## src/rtl/dma_svc_pkg.sv

```systemverilog
package dma_svc_pkg;
  localparam int CH_IDX_MAX_W = 3;

  // strobes from control to datapath, one bundle per cycle
  typedef struct packed {
    logic                    adv;   // winner takes one unit this edge
    logic                    wrap;  // winner wraps to zero on its last unit
    logic [CH_IDX_MAX_W-1:0] ch;    // winner index
  } svc_strobe_t;
endpackage

```

## src/rtl/dma_svc_ctrl.sv

```systemverilog
module dma_svc_ctrl
  import dma_svc_pkg::*;
#(
  parameter int NCH = 4
) (
  input  logic           clk,
  input  logic           rst,
  input  logic [NCH-1:0] chMask,
  input  logic [NCH-1:0] chReqSet,
  input  logic [NCH-1:0] chReqClr,
  input  logic [NCH-1:0] dreq,
  input  logic [NCH-1:0] chAuto,
  input  logic [NCH-1:0] progLoad,
  input  logic [NCH-1:0] doneVec,
  input  logic [NCH-1:0] lastVec,
  input  logic           memReady,
  output svc_strobe_t    strb,
  output logic           memValid,
  output logic [NCH-1:0] dack,
  output logic [NCH-1:0] reqStatus,
  output logic [NCH-1:0] tcStatus
);
  localparam int CHW = (NCH > 1) ? $clog2(NCH) : 1;

  logic [NCH-1:0] dreqPrev, reqQ, tcQ, eligible, setReq, clrReq;
  logic [CHW-1:0] sel;
  logic           found;

  assign eligible = ~chMask & reqQ & ~doneVec;
  assign setReq   = (dreq & ~dreqPrev) | chReqSet;
  assign clrReq   = (~dreq & dreqPrev) | chReqClr;

  // fixed priority, lowest index first
  always_comb begin
    found = 1'b0;
    sel   = '0;
    for (int i = 0; i < NCH; i++) begin
      if (eligible[i] && !found) begin
        found = 1'b1;
        sel   = CHW'(i);
      end
    end
  end

  assign memValid = found;

  always_comb begin
    strb.adv  = found & memReady;
    strb.wrap = chAuto[sel];
    strb.ch   = CH_IDX_MAX_W'(sel);
  end

  always_ff @(posedge clk) begin
    if (rst) begin
      dreqPrev <= '0;
      reqQ     <= '0;
      tcQ      <= '0;
    end else begin
      dreqPrev <= dreq;
      for (int i = 0; i < NCH; i++) begin
        if (setReq[i])      reqQ[i] <= 1'b1;
        else if (clrReq[i]) reqQ[i] <= 1'b0;
        if (progLoad[i])
          tcQ[i] <= 1'b0;
        else if (strb.adv && (sel == CHW'(i)) && lastVec[i])
          tcQ[i] <= 1'b1;
      end
    end
  end

  assign reqStatus = reqQ;
  assign tcStatus  = tcQ;

  AST_ONE_GRANT: assert property (@(posedge clk) disable iff (rst) $onehot0(dack));

  for (genvar g = 0; g < NCH; g++) begin : g_ch
    assign dack[g] = found && (sel == CHW'(g));

    AST_GRANT_OK: assert property (@(posedge clk) disable iff (rst)
      dack[g] |-> (!chMask[g] && reqStatus[g]));
    AST_DREQ_SET: assert property (@(posedge clk) disable iff (rst)
      $rose(dreq[g]) |=> reqStatus[g]);
    AST_TC_MARK: assert property (@(posedge clk) disable iff (rst)
      (strb.adv && strb.ch == CH_IDX_MAX_W'(g) && lastVec[g] && !progLoad[g]) |=> tcStatus[g]);
  end
endmodule

```

## src/rtl/dma_svc_dp.sv

```systemverilog
module dma_svc_dp
  import dma_svc_pkg::*;
#(
  parameter int NCH        = 4,
  parameter int WORD_SHIFT = 0
) (
  input  logic                 clk,
  input  logic                 rst,
  input  svc_strobe_t          strb,
  input  logic [NCH-1:0]       progLoad,
  input  logic [NCH-1:0]       chDec,
  input  logic [NCH-1:0][15:0] baseCount,
  input  logic [NCH-1:0][15:0] curAddr,
  input  logic [NCH-1:0][7:0]  pageLo,
  input  logic [NCH-1:0][7:0]  pageHi,
  output logic [30:0]          memAddr,
  output logic [NCH-1:0]       doneVec,
  output logic [NCH-1:0]       lastVec
);
  localparam int CHW = (NCH > 1) ? $clog2(NCH) : 1;
  localparam int PW  = 17 + WORD_SHIFT;
  localparam int AW  = 31;

  logic [PW-1:0]  progress [NCH];
  logic [PW-1:0]  lenV     [NCH];
  logic [CHW-1:0] sel;
  logic [AW-1:0]  physBase, offset;

  for (genvar g = 0; g < NCH; g++) begin : g_ch
    logic hit;
    assign hit        = strb.adv && (strb.ch == CH_IDX_MAX_W'(g));
    assign lenV[g]    = (PW'(baseCount[g]) + PW'(1)) << WORD_SHIFT;
    assign lastVec[g] = (progress[g] + PW'(1)) == lenV[g];
    assign doneVec[g] = progress[g] == lenV[g];

    always_ff @(posedge clk) begin
      if (rst || progLoad[g])
        progress[g] <= '0;
      else if (hit)
        progress[g] <= lastVec[g] ? (strb.wrap ? '0 : lenV[g]) : progress[g] + PW'(1);
    end

    AST_STEP_UP: assert property (@(posedge clk) disable iff (rst)
      (hit && !lastVec[g] && !progLoad[g]) |=> progress[g] == $past(progress[g]) + PW'(1));
    AST_HOLD_IDLE: assert property (@(posedge clk) disable iff (rst)
      (!hit && !progLoad[g]) |=> $stable(progress[g]));
    AST_LOAD_ZERO: assert property (@(posedge clk) disable iff (rst)
      progLoad[g] |=> progress[g] == '0);
  end

  assign sel      = strb.ch[CHW-1:0];
  assign physBase = {pageHi[sel][6:0], pageLo[sel], curAddr[sel]};
  assign offset   = AW'(progress[sel]);
  assign memAddr  = chDec[sel] ? physBase - offset : physBase + offset;
endmodule

```

## src/rtl/dma_svc_top.sv

```systemverilog
module dma_svc_top
  import dma_svc_pkg::*;
#(
  parameter int NCH        = 4,
  parameter int WORD_SHIFT = 0,
  localparam int CHW       = (NCH > 1) ? $clog2(NCH) : 1
) (
  input  logic                 clk,
  input  logic                 rst,
  input  logic [NCH-1:0]       chMask,
  input  logic [NCH-1:0]       chReqSet,
  input  logic [NCH-1:0]       chReqClr,
  input  logic [NCH-1:0]       dreq,
  input  logic [NCH-1:0]       chDec,
  input  logic [NCH-1:0]       chAuto,
  input  logic [NCH-1:0]       progLoad,
  input  logic [NCH-1:0][15:0] baseCount,
  input  logic [NCH-1:0][15:0] curAddr,
  input  logic [NCH-1:0][7:0]  pageLo,
  input  logic [NCH-1:0][7:0]  pageHi,
  input  logic                 memReady,
  output logic                 memValid,
  output logic [30:0]          memAddr,
  output logic [CHW:0]         memCh,
  output logic [NCH-1:0]       dack,
  output logic [NCH-1:0]       reqStatus,
  output logic [NCH-1:0]       tcStatus
);
  svc_strobe_t    strb;
  logic [NCH-1:0] doneVec, lastVec;

  dma_svc_ctrl #(.NCH(NCH)) u_ctrl (
    .clk(clk), .rst(rst), .chMask(chMask), .chReqSet(chReqSet), .chReqClr(chReqClr),
    .dreq(dreq), .chAuto(chAuto), .progLoad(progLoad), .doneVec(doneVec),
    .lastVec(lastVec), .memReady(memReady), .strb(strb), .memValid(memValid),
    .dack(dack), .reqStatus(reqStatus), .tcStatus(tcStatus)
  );

  dma_svc_dp #(.NCH(NCH), .WORD_SHIFT(WORD_SHIFT)) u_dp (
    .clk(clk), .rst(rst), .strb(strb), .progLoad(progLoad), .chDec(chDec),
    .baseCount(baseCount), .curAddr(curAddr), .pageLo(pageLo), .pageHi(pageHi),
    .memAddr(memAddr), .doneVec(doneVec), .lastVec(lastVec)
  );

  // word-shift controllers report the channel offset by NCH
  assign memCh = {1'(WORD_SHIFT != 0), strb.ch[CHW-1:0]};

  AST_RESET_CLEAR: assert property (@(posedge clk)
    rst |=> (dack == '0 && reqStatus == '0 && tcStatus == '0));
endmodule

```

## config.mk

```make
export PLATFORM = sky130hd
export DESIGN_NAME = dma_svc_top
export DESIGN_NICKNAME = d
export VERILOG_FILES = /design/src/rtl/dma_svc_pkg.sv /design/src/rtl/dma_svc_ctrl.sv /design/src/rtl/dma_svc_dp.sv /design/src/rtl/dma_svc_top.sv
export SDC_FILE = /design/constraint.sdc
export NUM_CORES = 1
export LEC_CHECK = 0
export BUFFER_PORTS_ARGS = -buffer_cell sky130_fd_sc_hd__buf_2
export CAP_MARGIN = 0
export CELL_PAD_IN_SITES_DETAIL_PLACEMENT = 1
export CELL_PAD_IN_SITES_GLOBAL_PLACEMENT = 1
export CORE_MARGIN = 2
export CORE_UTILIZATION = 35
export DETAILED_ROUTE_END_ITERATION = 8
export MAX_ROUTING_LAYER = met4
export PLACE_DENSITY = 0.78
export SYNTH_ARGS = -nofsm -noshare
export SYNTH_HDL_FRONTEND = slang
export SYNTH_SLANG_ARGS = --single-unit
export TNS_END_PERCENT = 1
```

## constraint.sdc

```tcl
create_clock -name clk -period 7.93 [get_ports clk]
set_input_delay 0.3965 -clock clk [delete_from_list [all_inputs] [get_ports clk]]
set_output_delay 0.3965 -clock clk [all_outputs]
set_load 0.005 [all_outputs]
```

* Yosys cells after proc, flatten, opt, wreduce, memory -nomap -nowiden
Memories as Yosys holds them, arrays and structs flattened.
Cells that the tools add are included.
W data, S select, Z words.
** Word-level totals
- Register bits :: 12
- Bits in writable memories :: 68
- Bits of input ports :: 223
- Output and inout bits :: 47
- Logic and storage cells :: 138
- Memories :: 1
** Memory list
- u_dp.progress :: depth 4, width 17, rd ports 5, clocked after memory_dff 0, write ports 4, RTL line dma_svc_dp.sv:24 : logic [PW-1:0] progress [NCH];
** Cells by class
- Add/sub/neg operators :: 10
- Order comparisons :: 1
- Equality and inequality tests :: 11
- Mux-type cells :: 58
- Bitwise operators :: 15
- Reduce and logical (&&, ||, !) cells :: 33
** Operator list (number)
- $mux W17 :: 12
- $eq A17 B17 Y1 :: 8
- $add A16 B1 Y17 const B :: 4
- $add A17 B1 Y17 const B :: 4
- $mux W1 :: 35
- $bmux W16 S2 :: 1
- $bmux W8 S2 :: 2
- $add A31 B17 Y31 :: 1
- $mux W31 :: 1
- $sub A31 B17 Y31 :: 1
- $and A4 B4 Y4 :: 4
- $logic_and A1 B1 Y1 :: 16
- $mux W16 :: 1
- $not A4 Y4 :: 4
- $mux W8 :: 1
- $or A4 B4 Y4 :: 2
- $reduce_bool A2 Y1 :: 4
- $reduce_or A2 Y1 :: 4
- $mux W7 :: 1
- $bmux W1 S2 :: 2
- $eq A2 B2 Y1 const B :: 2
- $logic_or A1 B1 Y1 :: 4
- $mux W2 :: 2
- $or A1 B1 Y1 :: 4
- 6 further kinds :: 8

* Depth between registers and ports, before layout
- Word-level depth :: 20
- Depth in mapped cells :: 32
- Mapped depth without buffers :: 31

* Modules after synthesis
Synthesis repeated with hierarchy kept, for this count alone.
** Second synthesis, totals
- Cell total of the unflattened synthesis :: 1333
- Area total of the unflattened synthesis :: 11448.5 um^2
** Modules (own cells, without submodules)
- dma_svc_dp :: instances 1, cells an instance 1268, area each 10821.6 um^2, seq. area each 2042.0 um^2
- dma_svc_ctrl :: instances 1, cells an instance 63, area each 615.6 um^2, seq. area each 240.2 um^2
- dma_svc_top :: instances 1, cells an instance 2, area each 11.3 um^2, seq. area each 0.0 um^2

* Worst setup path before layout
OpenSTA, ideal clock, no wires.
- Path type :: in2out
- Start point :: in baseCount[32] (netlist bit)
- End point :: out memAddr[30]
- Arrival :: 6.828 ns
- Required time :: 7.534 ns
- Setup slack :: 0.706 ns
- Stages on the path :: 31
- Buffers on the path :: 3
- Cells stage by stage :: ha_1 > nand4_1 > nor3_2 > mux2_2 > a32oi_1 > nand4b_1 > o311a_1 > buf_2 > or3_1 > or3_4 > buf_6 > o221a_1 > nand2b_4 > nor4_2 > a31oi_1 > xor2_1 > ha_1 > clkbuf_1 > a21o_1 > a21o_1 > a21o_1 > a31o_2 > nor3_1 > a21oi_1 > o21a_1 > nor2b_1 > o21bai_1 > a211o_1 > a21o_1 > a21oi_1 > xnor3_1
** On the way
- Cells in the longest elaborated chain, start to end :: 13
- Elaborated cells between the ends (all ways) :: 22
- Those cells by class :: add/sub (3); eq/ne (1); mux (12); bitwise (2); reduce/logical (3); memory (1)
** RTL lines
- start: declaration :: RTL line dma_svc_top.sv:17 : input logic [NCH-1:0][15:0] baseCount,
- $add A16 B1 Y17 * :: RTL line dma_svc_dp.sv:32 : assign lenV[g] = (PW'(baseCount[g]) + PW'(1)) << WORD_SHIFT;
- $eq A17 B17 Y1 * :: RTL line dma_svc_dp.sv:34 : assign doneVec[g] = progress[g] == lenV[g];
- $not A4 Y4 * :: RTL line dma_svc_ctrl.sv:29 : assign eligible = ~chMask & reqQ & ~doneVec;
- $and A4 B4 Y4 * :: RTL line dma_svc_ctrl.sv:29
- $logic_and A1 B1 Y1 * :: RTL line dma_svc_ctrl.sv:38 : if (eligible[i] && !found) begin
- $mux W1 :: RTL line dma_svc_ctrl.sv:38
- $logic_not A1 Y1 :: RTL line dma_svc_ctrl.sv:38
- $logic_and A1 B1 Y1 :: RTL line dma_svc_ctrl.sv:38
- $mux W2 * :: RTL line dma_svc_ctrl.sv:38
- $bmux W16 S2 or $bmux W8 S2 (tied branches) :: RTL line dma_svc_dp.sv:52 : assign physBase = {pageHi[sel][6:0], pageLo[sel], curAddr[sel]};
- $mux W16 (implied by the code) (tied with other cells) :: RTL line dma_svc_dp.sv:52
- $add A31 B17 Y31 or $sub A31 B17 Y31 (tied branches) :: RTL line dma_svc_dp.sv:54 : assign memAddr = chDec[sel] ? physBase - offset : physBase + offset;
- $mux W31 * :: RTL line dma_svc_dp.sv:54
- end: declaration :: RTL line dma_svc_top.sv:23 : output logic [30:0] memAddr,
Every way passes the cells marked *; elsewhere a longest branch is shown, timed or not. The select of a mux whose other input is x is not followed.

* Worst setup path after layout
- Start point :: in baseCount[49] (netlist bit)
- End point :: out memAddr[30]
** On the way
- Cells in the longest elaborated chain, start to end :: 10
- Elaborated cells between the ends (all ways) :: 18
- Those cells by class :: add/sub (3); eq/ne (1); mux (10); bitwise (2); reduce/logical (1); memory (1)
** RTL lines (RTL line)
- $add A16 B1 Y17 * :: dma_svc_dp.sv:32
- $eq A17 B17 Y1 * :: dma_svc_dp.sv:34
- $not A4 Y4 * :: dma_svc_ctrl.sv:29
- $and A4 B4 Y4 * :: dma_svc_ctrl.sv:29
- $logic_and A1 B1 Y1 * :: dma_svc_ctrl.sv:38
- $mux W2 * :: dma_svc_ctrl.sv:38
- $bmux W16 S2 or $bmux W8 S2 (tied branches) :: dma_svc_dp.sv:52
- $mux W16 (implied by the code) (tied with other cells) :: dma_svc_dp.sv:52
- $add A31 B17 Y31 or $sub A31 B17 Y31 (tied branches) :: dma_svc_dp.sv:54
- $mux W31 * :: dma_svc_dp.sv:54
Marked as above.

==> results.md <==
* Status: finished, final reports clean
* Post-synth net total at 1820
* Cell Pwr Density at 149 nW/µm²
* Largest net degree at the start of global routing at 37
* Worst VDD drop at 101 µV
* Final hold violation count at 0
* WP buf/inv at 3
* Mux contribution to synthesized area at 0.802%
* Startpoint types: input port
* Crit-path max FO at 10
* CP delay by family, top: compound AO/OA/AOI/OAI gates
* First-pass GRT wire length at 71.6 mm
* Area grow syn2layout at 21.2%
* Final Setup Violations at 0
* Max clock buf depth at 2
* Mapped Area at 11700 µm²
* Ant. Diodes at 0
* Largest family of logic cells by synthesized area: simple AND/OR/NAND/NOR gates
* Reg2reg setup slack at 3090 ps
* Drt wl/cell at 20.7 µm
* Post-synthesis sequential area ratio at 19.5%
* CTS tree: yes
* Initial Utilization at 35.8%
* Remaining global-route overflow at 0
* DR iter-0 viols at 978
* Cts bufs inserted at 9
* DRT Pass-1 Iters at 5
* Mean post-synth cell area at 7.52 µm²
* Adder-Cell Fraction of Synth Area at 4.68%
* Critical path type: input port to output port
* Asr flop ratio synth at 0%
* H-Tree Depth at 3
* Simple-gate share of the synthesized area at 29.0%
* Placed insts at 2197
* Max_cap viols at 0
* Core Area at 32700 µm²
* Placed instance area at 13400 µm²
* Gp weighted congestion at 0.933
* Synth warnings at 0
* Final Routed Wirelength at 46.4 mm
* Finished layout cell area at 14200 µm²
* Relative slew slack at 20.7%
* Post-synth EDFFs at 68
* CP arrival at 7200 ps
* Clk Latency, worst-skew pair at 360 ps
* Chip height at 187 µm
* Clock sinks at 80
* Req. time, crit path at 7530 ps
* Post-DP HPWL at 36.7 mm
* Leakage at 5.74 nW
* Total Power at 2.11 mW
* Worst setup EP type: output port
* Port bufs at 264
* IO Pins at 270
* Pins Over Slew Limit at 0
* Netlist cell types at 96
* Vias in the first global route at 13.2k
* Gr usage total at 25.9%
* Slowest stage delay, CP at 580 ps
* DRC at 0
* DRT antenna net count at 0
* Synthesized netlist cell count at 1557
* Via-per-instance ratio at 5.82
* Crit share post-route at 95.7%
* Die area at 34900 µm²
* Layout Skew at 11.1 ps
* Most common cell on crit path: a21o_1
* Routed vias at 13.0k
* Clock transition at path regs at 70 ps
* Layout Utilization at 43.4%
* Slowest-stage cell, CP: or4_4
* Share of cells above drive strength 1 at 23.7%
* Ys flop type: edfxtp_1
* Compound-Gate Fraction of Synth Area at 19.7%
* Initial antenna violation count at 0
* Rows at 66
* Die Width at 187 µm
* Flip-flop and latch count after synthesis at 80
* Non-filler instance count after layout at 2240
* Final nets at 2056
* XOR/XNOR Fraction of Synth Area at 20.3%
* Worst hold-check path type: input port to flip-flop
* Max Freq at 132 MHz
* Clock root buffer: clkbuf_16
* Minimum clock period at 7590 ps
* Worst-margin pin slew at 1190 ps
## routing by layer
metal | part of all wire [%] | global-route usage (%) | vias to the layer above
met5 | 0 | - | -
met4 | 2.9 | 9.25 | 0
met3 | 5.9 | 3.55 | 73
met2 | 49 | 43.7 | 434
met1 | 42 | 31.7 | 6408
li1 | - | - | 6123
## registers in the layout (all words and copies together), names as in the netlist
signal / count
u_dp.progress: 68
u_ctrl.reqStatus: 4
u_ctrl.tcStatus: 4
u_ctrl.dreqPrev: 4
## synth_stat cells, types with 9 or more instances
master | n | share of area [%]
and2_1 | 10 | 0.53
nor3_1 | 35 | 1.5
nand3_1 | 83 | 3.6
a221oi_1 | 17 | 1.3
a41o_1 | 13 | 1.1
edfxtp_1 | 68 | 17
nor4_1 | 17 | 0.91
a21oi_1 | 50 | 2.1
and4_1 | 9 | 0.67
nand4_1 | 30 | 1.6
xor2_1 | 105 | 7.9
xnor2_1 | 150 | 11
nand2_1 | 118 | 3.8
a21o_1 | 10 | 0.64
or3_1 | 9 | 0.48
nand2b_1 | 28 | 1.5
a31oi_1 | 76 | 4.1
ha_1 | 39 | 4.2
a222oi_1 | 15 | 1.3
a22o_1 | 11 | 0.82
clkbuf_1 | 67 | 2.1
buf_2 | 27 | 1.2
inv_1 | 66 | 2.1
and3_1 | 25 | 1.3
o21ai_0 | 25 | 1.1
nor2_1 | 224 | 7.2
o22ai_1 | 33 | 1.8
nor2b_1 | 21 | 1.1
dfxtp_1 | 12 | 2.1
## final timing paths
kind,from,endpoint,depth (start not counted)
worst max-delay path,baseCount[49],memAddr[30],31
worst min-delay path,chReqSet[2],u_ctrl.reqStatus[2],3
worst max register to register,u_dp.progress[2][5],u_dp.progress[2][5],14
worst min register to register,u_ctrl.tcStatus[1],u_ctrl.tcStatus[1],2
## power by group
part           internal, mW  switching (mW)
Combinational         0.496           0.643
Clock                 0.254           0.198
Sequential            0.477          0.0427
Total                  1.23           0.884
## what timing repair did
item	CTS	global route
gates resized for setup	0	47
pin swaps	1	12
hold buffers	0	0
setup buffers	1	26
endpoints found under the setup margin	1	7
## cell type report
class                           instances  area (µm²)
Inverter                               69         264
Fill cell                            4160       18500
Tap cell                              442         553
Sequential cell                        80        2280
Multi-Input combinational cell       1304        8960
Timing Repair Buffer                  329        1820
Clock inverter                          6        67.6
Clock buffer                           10         239
## worst min-delay path, stage by stage
cell and delay (ps):
buf_2 80, nor2_1 30, nor2_1 60
## cells in the final DEF (no fill, tap or decap), types with 30 or more instances in the layout
cell        n
buf_2     264
nor2_1    223
xnor2_1   147
nand2_1   118
xor2_1    103
nand3_1    82
a31oi_1    76
edfxtp_1   68
inv_1      66
buf_4      63
a21oi_1    48
ha_1       35
o22ai_1    33
nor3_1     32
nand4_1    30
## kinds of logic (layout without fill, tap and decap cells)
family | after synthesis | after routing
AOI/OAI and AO/OA | 323 | 323
xor gates and xnor gates | 261 | 261
adders and majority gates | 44 | 44
buffers and inverters | 173 | 414
DFF | 80 | 80
muxes | 9 | 9
other | 1 | 1
and+or+nand+nor | 666 | 666
## per-stage QoR
stage	setup TNS, ps	hold slack (ps)	setup slack, ps
floorplan	0	448	706
global placement	0	483	159
detailed placement	0	484	21.4
CTS	0	253	1.70
global route	-28.6	275	-28.6
finish	0	248	338
(Power assumes the default switching activity.)
